--- src/rtl/ptw_pkg.sv ---
package ptw_pkg;
   localparam int OFS_W       = 12;
   localparam int PRESENT_BIT = 0;
   localparam int LARGE_BIT   = 7;
   localparam int NORM_ESZ_SH = 2;
   localparam int EXT_ESZ_SH  = 3;

   typedef enum logic [2:0] {
      ST_IDLE  = 3'd0,
      ST_RD1   = 3'd1,
      ST_RD2   = 3'd2,
      ST_RD3   = 3'd3,
      ST_DONE  = 3'd4,
      ST_FAULT = 3'd5
   } walk_st_e;
endpackage

--- src/rtl/ptw_addr_gen.sv ---
module ptw_addr_gen #(
   parameter int VA_W = 32,
   parameter int PA_W = 36,
   localparam int TB_W = PA_W - ptw_pkg::OFS_W
) (
   input  logic [TB_W-1:0] tbase,
   input  logic [VA_W-1:0] vaddr,
   input  logic [1:0]      lvl,
   input  logic            ext,
   output logic [PA_W-1:0] eaddr
);
   import ptw_pkg::*;

   logic [9:0] idx;
   logic [PA_W-1:0] ofs;

   always_comb begin
      idx = '0;
      if (ext) begin
         case (lvl)
            2'd1:    idx = {8'd0, vaddr[31:30]};
            2'd2:    idx = {1'b0, vaddr[29:21]};
            default: idx = {1'b0, vaddr[20:12]};
         endcase
         ofs = PA_W'(idx) << EXT_ESZ_SH;
      end else begin
         if (lvl == 2'd1) idx = vaddr[31:22];
         else             idx = vaddr[21:12];
         ofs = PA_W'(idx) << NORM_ESZ_SH;
      end
      eaddr = {tbase, {OFS_W{1'b0}}} + ofs;
   end
endmodule

--- src/rtl/ptw_entry_dec.sv ---
module ptw_entry_dec #(
   parameter int VA_W   = 32,
   parameter int PA_W   = 36,
   parameter int DW     = 64,
   parameter bit EXT_EN = 1'b1,
   localparam int TB_W  = PA_W - ptw_pkg::OFS_W
) (
   input  logic [DW-1:0]   data,
   input  logic            ext,
   input  logic [1:0]      lvl,
   input  logic [VA_W-1:0] vaddr,
   output logic            present,
   output logic            large_hit,
   output logic [TB_W-1:0] next_base,
   output logic [PA_W-1:0] leaf_pa
);
   import ptw_pkg::*;

   logic ext_eff;
   logic [TB_W-1:0] base_norm;
   logic [TB_W-1:0] base_ext;

   generate
      if (EXT_EN) begin : g_ext
         assign ext_eff  = ext;
         assign base_ext = data[PA_W-1:OFS_W];
      end else begin : g_noext
         assign ext_eff  = 1'b0;
         assign base_ext = '0;
      end
   endgenerate

   assign base_norm = TB_W'(data[31:OFS_W]);
   assign present   = data[PRESENT_BIT];
   // the large flag only counts at the first level of a normal walk
   assign large_hit = !ext_eff && (lvl == 2'd1) && data[LARGE_BIT];
   assign next_base = ext_eff ? base_ext : base_norm;

   always_comb begin
      if (large_hit) leaf_pa = PA_W'({data[31:22], vaddr[21:0]});
      else           leaf_pa = {next_base, vaddr[OFS_W-1:0]};
   end
endmodule

--- src/rtl/ptw_walker.sv ---
module ptw_walker #(
   parameter int VA_W   = 32,
   parameter int PA_W   = 36,
   parameter int DW     = 64,
   parameter bit EXT_EN = 1'b1
) (
   input  logic            clk,
   input  logic            rst_n,
   input  logic            req_valid,
   output logic            req_ready,
   input  logic [VA_W-1:0] req_vaddr,
   input  logic            req_ext,
   input  logic [PA_W-1:0] root_base,
   output logic            mem_req_valid,
   input  logic            mem_req_ready,
   output logic [PA_W-1:0] mem_req_addr,
   input  logic            mem_rsp_valid,
   input  logic [DW-1:0]   mem_rsp_data,
   output logic            res_valid,
   output logic            res_fault,
   output logic [1:0]      res_level,
   output logic [PA_W-1:0] res_paddr
);
   import ptw_pkg::*;
   localparam int TB_W = PA_W - OFS_W;

   generate
      if (VA_W != 32) begin : g_bad_va
         $error("ptw_walker: VA_W must be 32");
      end
      if (PA_W < 32) begin : g_bad_pa
         $error("ptw_walker: PA_W must be at least 32");
      end
      if (DW < PA_W || DW < 32) begin : g_bad_dw
         $error("ptw_walker: DW must hold a full entry");
      end
   endgenerate

   walk_st_e        st_q;
   logic            wait_q;
   logic [VA_W-1:0] va_q;
   logic            ext_q;
   logic [TB_W-1:0] tbase_q;
   logic [PA_W-1:0] pa_q;
   logic [1:0]      lvl_res_q;

   logic [1:0]      lvl;
   logic            reading;
   logic            last_lvl;
   logic            ent_present;
   logic            ent_large;
   logic [TB_W-1:0] ent_base;
   logic [PA_W-1:0] ent_leaf;
   logic [PA_W-1:0] ent_addr;

   always_comb begin
      case (st_q)
         ST_RD1:  lvl = 2'd1;
         ST_RD2:  lvl = 2'd2;
         ST_RD3:  lvl = 2'd3;
         default: lvl = 2'd0;
      endcase
   end

   assign reading  = (st_q == ST_RD1) || (st_q == ST_RD2) || (st_q == ST_RD3);
   assign last_lvl = ext_q ? (lvl == 2'd3) : (lvl == 2'd2);

   ptw_addr_gen #(.VA_W(VA_W), .PA_W(PA_W)) u_agen (
      .tbase (tbase_q),
      .vaddr (va_q),
      .lvl   (lvl),
      .ext   (ext_q),
      .eaddr (ent_addr)
   );

   ptw_entry_dec #(.VA_W(VA_W), .PA_W(PA_W), .DW(DW), .EXT_EN(EXT_EN)) u_dec (
      .data      (mem_rsp_data),
      .ext       (ext_q),
      .lvl       (lvl),
      .vaddr     (va_q),
      .present   (ent_present),
      .large_hit (ent_large),
      .next_base (ent_base),
      .leaf_pa   (ent_leaf)
   );

   always_ff @(posedge clk) begin
      if (!rst_n) begin
         st_q      <= ST_IDLE;
         wait_q    <= 1'b0;
         va_q      <= '0;
         ext_q     <= 1'b0;
         tbase_q   <= '0;
         pa_q      <= '0;
         lvl_res_q <= '0;
      end else begin
         case (st_q)
            ST_IDLE: begin
               if (req_valid) begin
                  va_q    <= req_vaddr;
                  ext_q   <= EXT_EN ? req_ext : 1'b0;
                  tbase_q <= root_base[PA_W-1:OFS_W];
                  wait_q  <= 1'b0;
                  st_q    <= ST_RD1;
               end
            end
            ST_RD1, ST_RD2, ST_RD3: begin
               if (!wait_q) begin
                  if (mem_req_ready) wait_q <= 1'b1;
               end else if (mem_rsp_valid) begin
                  wait_q <= 1'b0;
                  if (!ent_present) begin
                     pa_q      <= '0;
                     lvl_res_q <= lvl;
                     st_q      <= ST_FAULT;
                  end else if (ent_large || last_lvl) begin
                     pa_q      <= ent_leaf;
                     lvl_res_q <= lvl;
                     st_q      <= ST_DONE;
                  end else begin
                     tbase_q <= ent_base;
                     st_q    <= (st_q == ST_RD1) ? ST_RD2 : ST_RD3;
                  end
               end
            end
            default: st_q <= ST_IDLE;
         endcase
      end
   end

   assign req_ready     = (st_q == ST_IDLE);
   assign mem_req_valid = reading && !wait_q;
   assign mem_req_addr  = ent_addr;
   assign res_valid     = (st_q == ST_DONE) || (st_q == ST_FAULT);
   assign res_fault     = (st_q == ST_FAULT);
   assign res_level     = lvl_res_q;
   assign res_paddr     = pa_q;


   req_hold_chk: assert property (@(posedge clk) disable iff (!rst_n)
      mem_req_valid && !mem_req_ready |=> mem_req_valid && $stable(mem_req_addr));

   one_out_chk: assert property (@(posedge clk) disable iff (!rst_n)
      mem_req_valid && mem_req_ready |=> !mem_req_valid);

   res_pulse_chk: assert property (@(posedge clk) disable iff (!rst_n)
      res_valid |=> !res_valid);

   res_quiet_chk: assert property (@(posedge clk) disable iff (!rst_n)
      res_valid |-> !mem_req_valid && !req_ready);

   fault_info_chk: assert property (@(posedge clk) disable iff (!rst_n)
      res_valid && res_fault |-> res_level != 2'd0 && res_paddr == '0);

   page_ofs_chk: assert property (@(posedge clk) disable iff (!rst_n)
      res_valid && !res_fault |-> res_paddr[OFS_W-1:0] == va_q[OFS_W-1:0]);

   idle_ready_chk: assert property (@(posedge clk) disable iff (!rst_n)
      req_ready |-> !mem_req_valid && !res_valid);
endmodule

--- config.mk ---
export PLATFORM = sky130hd
export DESIGN_NAME = ptw_walker
export DESIGN_NICKNAME = d
export VERILOG_FILES = /design/src/rtl/ptw_pkg.sv /design/src/rtl/ptw_addr_gen.sv /design/src/rtl/ptw_entry_dec.sv /design/src/rtl/ptw_walker.sv
export SDC_FILE = /design/constraint.sdc
export NUM_CORES = 1
export LEC_CHECK = 0
export BUFFER_PORTS_ARGS = -buffer_cell sky130_fd_sc_hd__buf_2
export CAP_MARGIN = 20
export CORE_ASPECT_RATIO = 0.8
export CORE_MARGIN = 2
export CORE_UTILIZATION = 25
export CTS_BUF_LIST = sky130_fd_sc_hd__clkbuf_2 sky130_fd_sc_hd__clkbuf_4 sky130_fd_sc_hd__clkbuf_8
export DETAILED_ROUTE_END_ITERATION = 10
export PLACE_DENSITY = 0.56
export SLEW_MARGIN = 20
export SYNTH_ARGS = -nofsm -noshare
export SYNTH_HDL_FRONTEND = slang
export SYNTH_HIERARCHICAL = 1
export SYNTH_SLANG_ARGS = --single-unit
--- constraint.sdc ---
create_clock -name clk -period 2 [get_ports clk]
set_input_delay 0.6 -clock clk [delete_from_list [all_inputs] [get_ports clk]]
set_output_delay 0.6 -clock clk [all_outputs]
set_load 0.02 [all_outputs]
Word level (Yosys, flattened, before mapping)

Cells that the tools add are included.

Bits in registers: 99
Input port bits: 138
Output and inout bits: 78
Logic and storage cells: 68

Add/subtract/negate cells: 1
Equality and inequality tests: 14
Mux-type cells: 29
Reductions and logical operators: 17

Operators with widths:

| kind                 | number |
|---|---|
| $mux W24             | 6 |
| $mux W36             | 3 |
| $pmux W24 S2         | 1 |
| $add A36 B12 Y36     | 1 |
| $pmux W9 S2          | 1 |
| $mux W3              | 5 |
| $mux W12             | 1 |
| $mux W10             | 1 |
| $ne A2 B2 Y1 const B | 5 |
| $eq A3 B2 Y1 const B | 2 |
| $eq A3 B3 Y1 const B | 2 |
| $mux W1              | 6 |
| $pmux W2 S3          | 1 |
| $pmux W3 S2          | 1 |
| $reduce_and A6 Y1    | 1 |
| $eq A2 B2 Y1 const B | 2 |
| $logic_or A1 B1 Y1   | 4 |
| $mux W2              | 2 |
| $reduce_and A2 Y1    | 2 |
| $reduce_and A4 Y1    | 1 |
| $eq A3 B1 Y1 const B | 1 |
| $logic_and A1 B1 Y1  | 3 |
| $logic_not A3 Y1     | 1 |
| $reduce_and A3 Y1    | 1 |
| 6 further kinds      | 7 |

Longest topological paths before layout

Depth after elaboration: 11
Gate-level depth with buffers: 11
Depth with buffers taken out: 6

Modules after synthesis

The synthesis kept the hierarchy.

By module, submodules not included:

| module        | times used | cells each | area each (sq um) | sequential area each (sq um) |
|---|---|---|---|---|
| ptw_walker    | 1          | 496        | 4355.4            | 1981.9 |
| ptw_entry_dec | 1          | 63         | 565.5             | 0.0 |
| ptw_addr_gen  | 1          | 77         | 556.8             | 0.0 |

Least setup slack after synthesis

Ideal clock, no wire load.

Path kind: register -> output
Start point: register st_q[0]
End point: output port mem_req_addr[10]
Arrival time: 1820 ps
Required time: 1400 ps
Slack: -420 ps
Stages on the path, launching flop included: 9
Buffers on the path: 2
Cells stage by stage: dfxtp_1 -> buf_4 -> nor2b_1 -> inv_1 -> ha_1 -> buf_2 -> inv_1 -> nand3_1 -> a31oi_1

Word-level cells in the longest chain between the ends: 6
Elaborated cells on any way between the ends: 10
Classes of those cells: 1 x add/sub; 5 x eq/ne; 4 x mux

Ends and longest elaborated chain:

| what                                         | RTL line                               | RTL |
|---|---|---|
| from (decl)                                  | ptw_walker.sv:39                       | `walk_st_e st_q;` |
| from (signal assigned)                       | ptw_walker.sv:122                      | `st_q <= (st_q == ST_RD1) ? ST_RD2 : ST_RD3;` |
| $eq A3 B2 Y1 or $eq A3 B1 Y1 (tied branches) | ptw_walker.sv:57                       | `case (st_q)` |
| $pmux W2 S3 (*)                              | ptw_walker.sv:57                       |  |
| net lvl[0]                                   | ptw_walker.sv:47                       | `logic [1:0] lvl;` |
| $eq A2 B2 Y1 or $eq A2 B1 Y1 (tied branches) | ptw_addr_gen.sv:20, ptw_addr_gen.sv:27 |  |
| $pmux W9 S2 or $mux W10 (tied branches)      | ptw_addr_gen.sv:20, ptw_addr_gen.sv:27 |  |
| $mux W12 (*)                                 | ptw_addr_gen.sv:19                     | `if (ext) begin` |
| $add A36 B12 Y36 (*)                         | ptw_addr_gen.sv:31                     | `eaddr = {tbase, {OFS_W{1'b0}}} + ofs;` |
| to (decl)                                    | ptw_walker.sv:16                       | `output logic [PA_W-1:0] mem_req_addr,` |

The timed path passes the listed nets; every way through them passes the cells marked *.

Worst setup path in the final report

Start point: register st_q[2]
End point: output port mem_req_addr[7]

Same word-level chain as after synthesis.

==> reports/summary.json <==
{
  "run_status": "finished with violations",
  "failed_checks": "setup timing",
  "layout_common_cells": "sky130_fd_sc_hd__buf_2 (152), sky130_fd_sc_hd__nand2_1 (109), sky130_fd_sc_hd__dfxtp_1 (95)",
  "post-route-min-period_ns": 2.552,
  "post_synth_xor_area_fraction_pct": 0.1599,
  "cts_tree": "built",
  "timing.setup.tns_ns": -7.709,
  "synth-edff-count": 0,
  "synth_unique_cells": 48,
  "top_layer": "met4",
  "timing.critical_path.cells": "and2b_4 > inv_2 > ha_4 > buf_12 > buf_4 > a211oi_4 > a21oi_4 > buf_6",
  "yosys-mux-area-fraction_pct": 14.55,
  "routed-via-count": 4789,
  "grt_remaining_overflow": 0,
  "fp.dieH_microns": 136.4,
  "drtAntennaViolNets": 0,
  "wl_microns": 18420,
  "post-route-period-util_pct": 127.6,
  "rows": 48,
  "synth.ff_latch_count": 99,
  "ys_async_rst_share_pct": 0,
  "synth_compound_area_share_pct": 10.80,
  "crit_type": "reg -> out",
  "numCtsBuffers": 9,
  "skew_ns": 0.01587,
  "finalSetupViolations": 72,
  "startpoint_type": "flip-flop",
  "synth-warning-count": 6,
  "grt_first_pass_wirelength_microns": 24580,
  "crit_path_max_fanout": 5,
  "combinational_family_with_the_most_area_after_synthesis": "simple AND/OR/NAND/NOR gates",
  "sequential_element_share_of_the_synthesized_area_pct": 36.18,
  "place.port_buffers": 163,
  "numClockSinks": 99,
  "htreeDepth": 3,
  "gp_congestion": 0.7725,
  "number_of_antenna_violations_at_the_first_check_in_global_routing": 1,
  "floorplan.core_area_sq_um": 21560,
  "synth.cell_area_sq_um": 5478,
  "clk_latency_ns": 0.39,
  "grt_max_degree": 50,
  "worstSetupEndpointType": "output pin",
  "cap_violations": 0,
  "timing_max_transition_violations_final": 0,
  "detail_route.iter0.violations": 281,
  "final_net_count": 882,
  "drt_pre_antenna_iters": 4,
  "critical_path_arrival_ns": 1.95,
  "power_density_nw_per_um2": 676.6,
  "worst_slack_ns": -0.5520,
  "met1Wirelength_microns": 8880,
  "syn-instance-count": 636,
  "final_core_util_pct": 34.06,
  "layout_commonest_cell": "sky130_fd_sc_hd__buf_2",
  "rsz0062_at_grt": "yes",
  "timing.fmax_mhz": 391.8,
  "synthesis.area_per_instance_sq_um": 8.613,
  "floorplan.initialDensity_pct": 25.41,
  "cts.path.max_buffers": 2,
  "cell_type_of_the_slowest_stage_on_the_worst_timing_path": "sky130_fd_sc_hd__dfxtp_2",
  "detailroute.wirelength.met3_microns": 1081,
  "vias_per_cell": 4.677,
  "clkTransAtPathRegs_ns": 0.11,
  "die_width_microns": 169.5,
  "synth_ff_type": "sky130_fd_sc_hd__dfxtp_1",
  "post_synth_fa_ha_maj_area_fraction_pct": 0.4568,
  "detail_route.wl_per_cell_microns": 17.98,
  "fp.dieArea_sq_um": 23120,
  "met2_wirelength_microns": 8131,
  "min_path_cells": 3,
  "first_global_vias": 4368,
  "hpwl_microns": 11350,
  "worstHoldPathType": "in -> reg",
  "worst-r2r-cell-count": 10,
  "power.leakage_uw": 0.003369,
  "flow.area_growth_from_synthesis_pct": 34.06,
  "i_o_pins": 216,
  "synth-simple-area-share_pct": 20.99,
  "report.final.hold_viol_count": 0,
  "clock_tree.root_cell": "sky130_fd_sc_hd__clkbuf_8",
  "crit_path_max_incr_delay_ns": 0.35,
  "drive_above_1_share_pct": 43.24,
  "grt_use_total_pct": 13.90,
  "worst-endpoint-required_ns": 1.40,
  "number_of_drc_violations_after_detailed_routing": 0,
  "power.ir.vdd_worst_mv": 0.3940
}
[registers in the layout, indices dropped and copies added, names as in the netlist]
signal     flops
ext_q          1
res_level      2
res_paddr     36
st_q           3
tbase_q       24
va_q          32
wait_q         1
[layout make-up]
| class | instances | area (sq um) |
|---|---|---|
| fill | 2199 | 14220 |
| clock inverter | 6 | 88.84 |
| inverter | 6 | 25.02 |
| antenna | 2 | 5.005 |
| timing repair buffer | 222 | 1768 |
| clock buffer | 10 | 131.4 |
| tap | 275 | 344.1 |
| multi-input combinational | 404 | 2994 |
| sequential | 99 | 1987 |
[cells by family after synthesis]
group                    count (synthesis)
flip-flops                              99
buffers and inverters                  135
multiplexers                            75
AO/OA/AOI/OAI                           96
other                                    1
XOR/XNOR                                 1
adder cells (fa/ha/maj)                  2
AND/OR/NAND/NOR                        227
[routing by layer]
layer	track usage [%]	vias up
met1	19.06	2280
met2	21.18	131
met5	0	-
met3	3.668	22
met4	4.606	0
li1	-	2356
[through the flow]
stage          total power [uW]  setup slack (ns)  hold WS, ns  cell area [sq um]  instances
2_1_floorplan              3074          -0.07374       0.4367               5692        637
3_3_place_gp               3288           -0.2170       0.4418               6322        975
3_5_place_dp               3300           -0.2315       0.4473               6322        975
4_1_cts                    4891           -0.5736       0.4009               6691        994
5_1_grt                    5206           -0.6428       0.4132               7341       1023
6_report                   4969           -0.5520       0.4370               7343       1024
[critical path, delay by kind of cell (launching register included)]
kind                     cells  cell delay [ns]
AO/OA/AOI/OAI                2             0.31
adder cells (fa/ha/maj)      1             0.19
flip-flops                   1             0.35
AND/OR/NAND/NOR              1             0.28
buffers and inverters        4             0.45
[Yosys cell counts (2+ instances only)]
cell type                  number  area (sq um)
sky130_fd_sc_hd__a31oi_1       26         162.7
sky130_fd_sc_hd__and2_2         5         37.54
sky130_fd_sc_hd__buf_4         83         623.1
sky130_fd_sc_hd__o22ai_1        2         12.51
sky130_fd_sc_hd__a21oi_1       40         200.2
sky130_fd_sc_hd__ha_1           2         25.02
sky130_fd_sc_hd__clkbuf_1      25         93.84
sky130_fd_sc_hd__inv_1          5         18.77
sky130_fd_sc_hd__nor3b_1       23         172.7
sky130_fd_sc_hd__a22oi_1        7         52.55
sky130_fd_sc_hd__nor3b_2        2         25.02
sky130_fd_sc_hd__nor2b_1        7         43.79
sky130_fd_sc_hd__nand3_1       37         185.2
sky130_fd_sc_hd__mux2_4         9         135.1
sky130_fd_sc_hd__o21ai_1        2         10.01
sky130_fd_sc_hd__a221oi_1       2         17.52
sky130_fd_sc_hd__nand2_1      109         409.1
sky130_fd_sc_hd__and2_1         3         18.77
sky130_fd_sc_hd__o21ai_0        3         15.01
sky130_fd_sc_hd__nand4_1       24         150.1
sky130_fd_sc_hd__a211oi_1       6         45.04
sky130_fd_sc_hd__buf_2         13         65.06
sky130_fd_sc_hd__mux2i_1       65         650.6
sky130_fd_sc_hd__nor2_1         8         30.03
sky130_fd_sc_hd__buf_6          4         45.04
sky130_fd_sc_hd__buf_12         2         40.04
sky130_fd_sc_hd__nand2b_1       2         12.51
sky130_fd_sc_hd__dfxtp_1       99          1982
sky130_fd_sc_hd__buf_8          2         30.03
[power by group]
part,internal (uW),leakage (uW),switching [uW]
logic,617,0.00245,694
clock network,722,0.000106,766
registers,2080,0.000810,91.6
[path summary, 6_finish.rpt]
kind	from	end	slack (ns)
worst max register to register	st_q[2]	tbase_q[0]	-0.08
worst min-delay path	req_vaddr[20]	va_q[20]	0.44
worst max-delay path	st_q[2]	mem_req_addr[7]	-0.55
worst min register to register	res_paddr[17]	res_paddr[17]	0.46
[timing repair]
action | in CTS | in global routing
pin swaps | 5 | 12
hold buffers | 0 | 0
resized for setup | 29 | 40
endpoints found under the setup margin | 12 | 56
setup buffers | 2 | 11
cloned | 1 | 17
No activity file was read; power rests on OpenSTA's default activity.
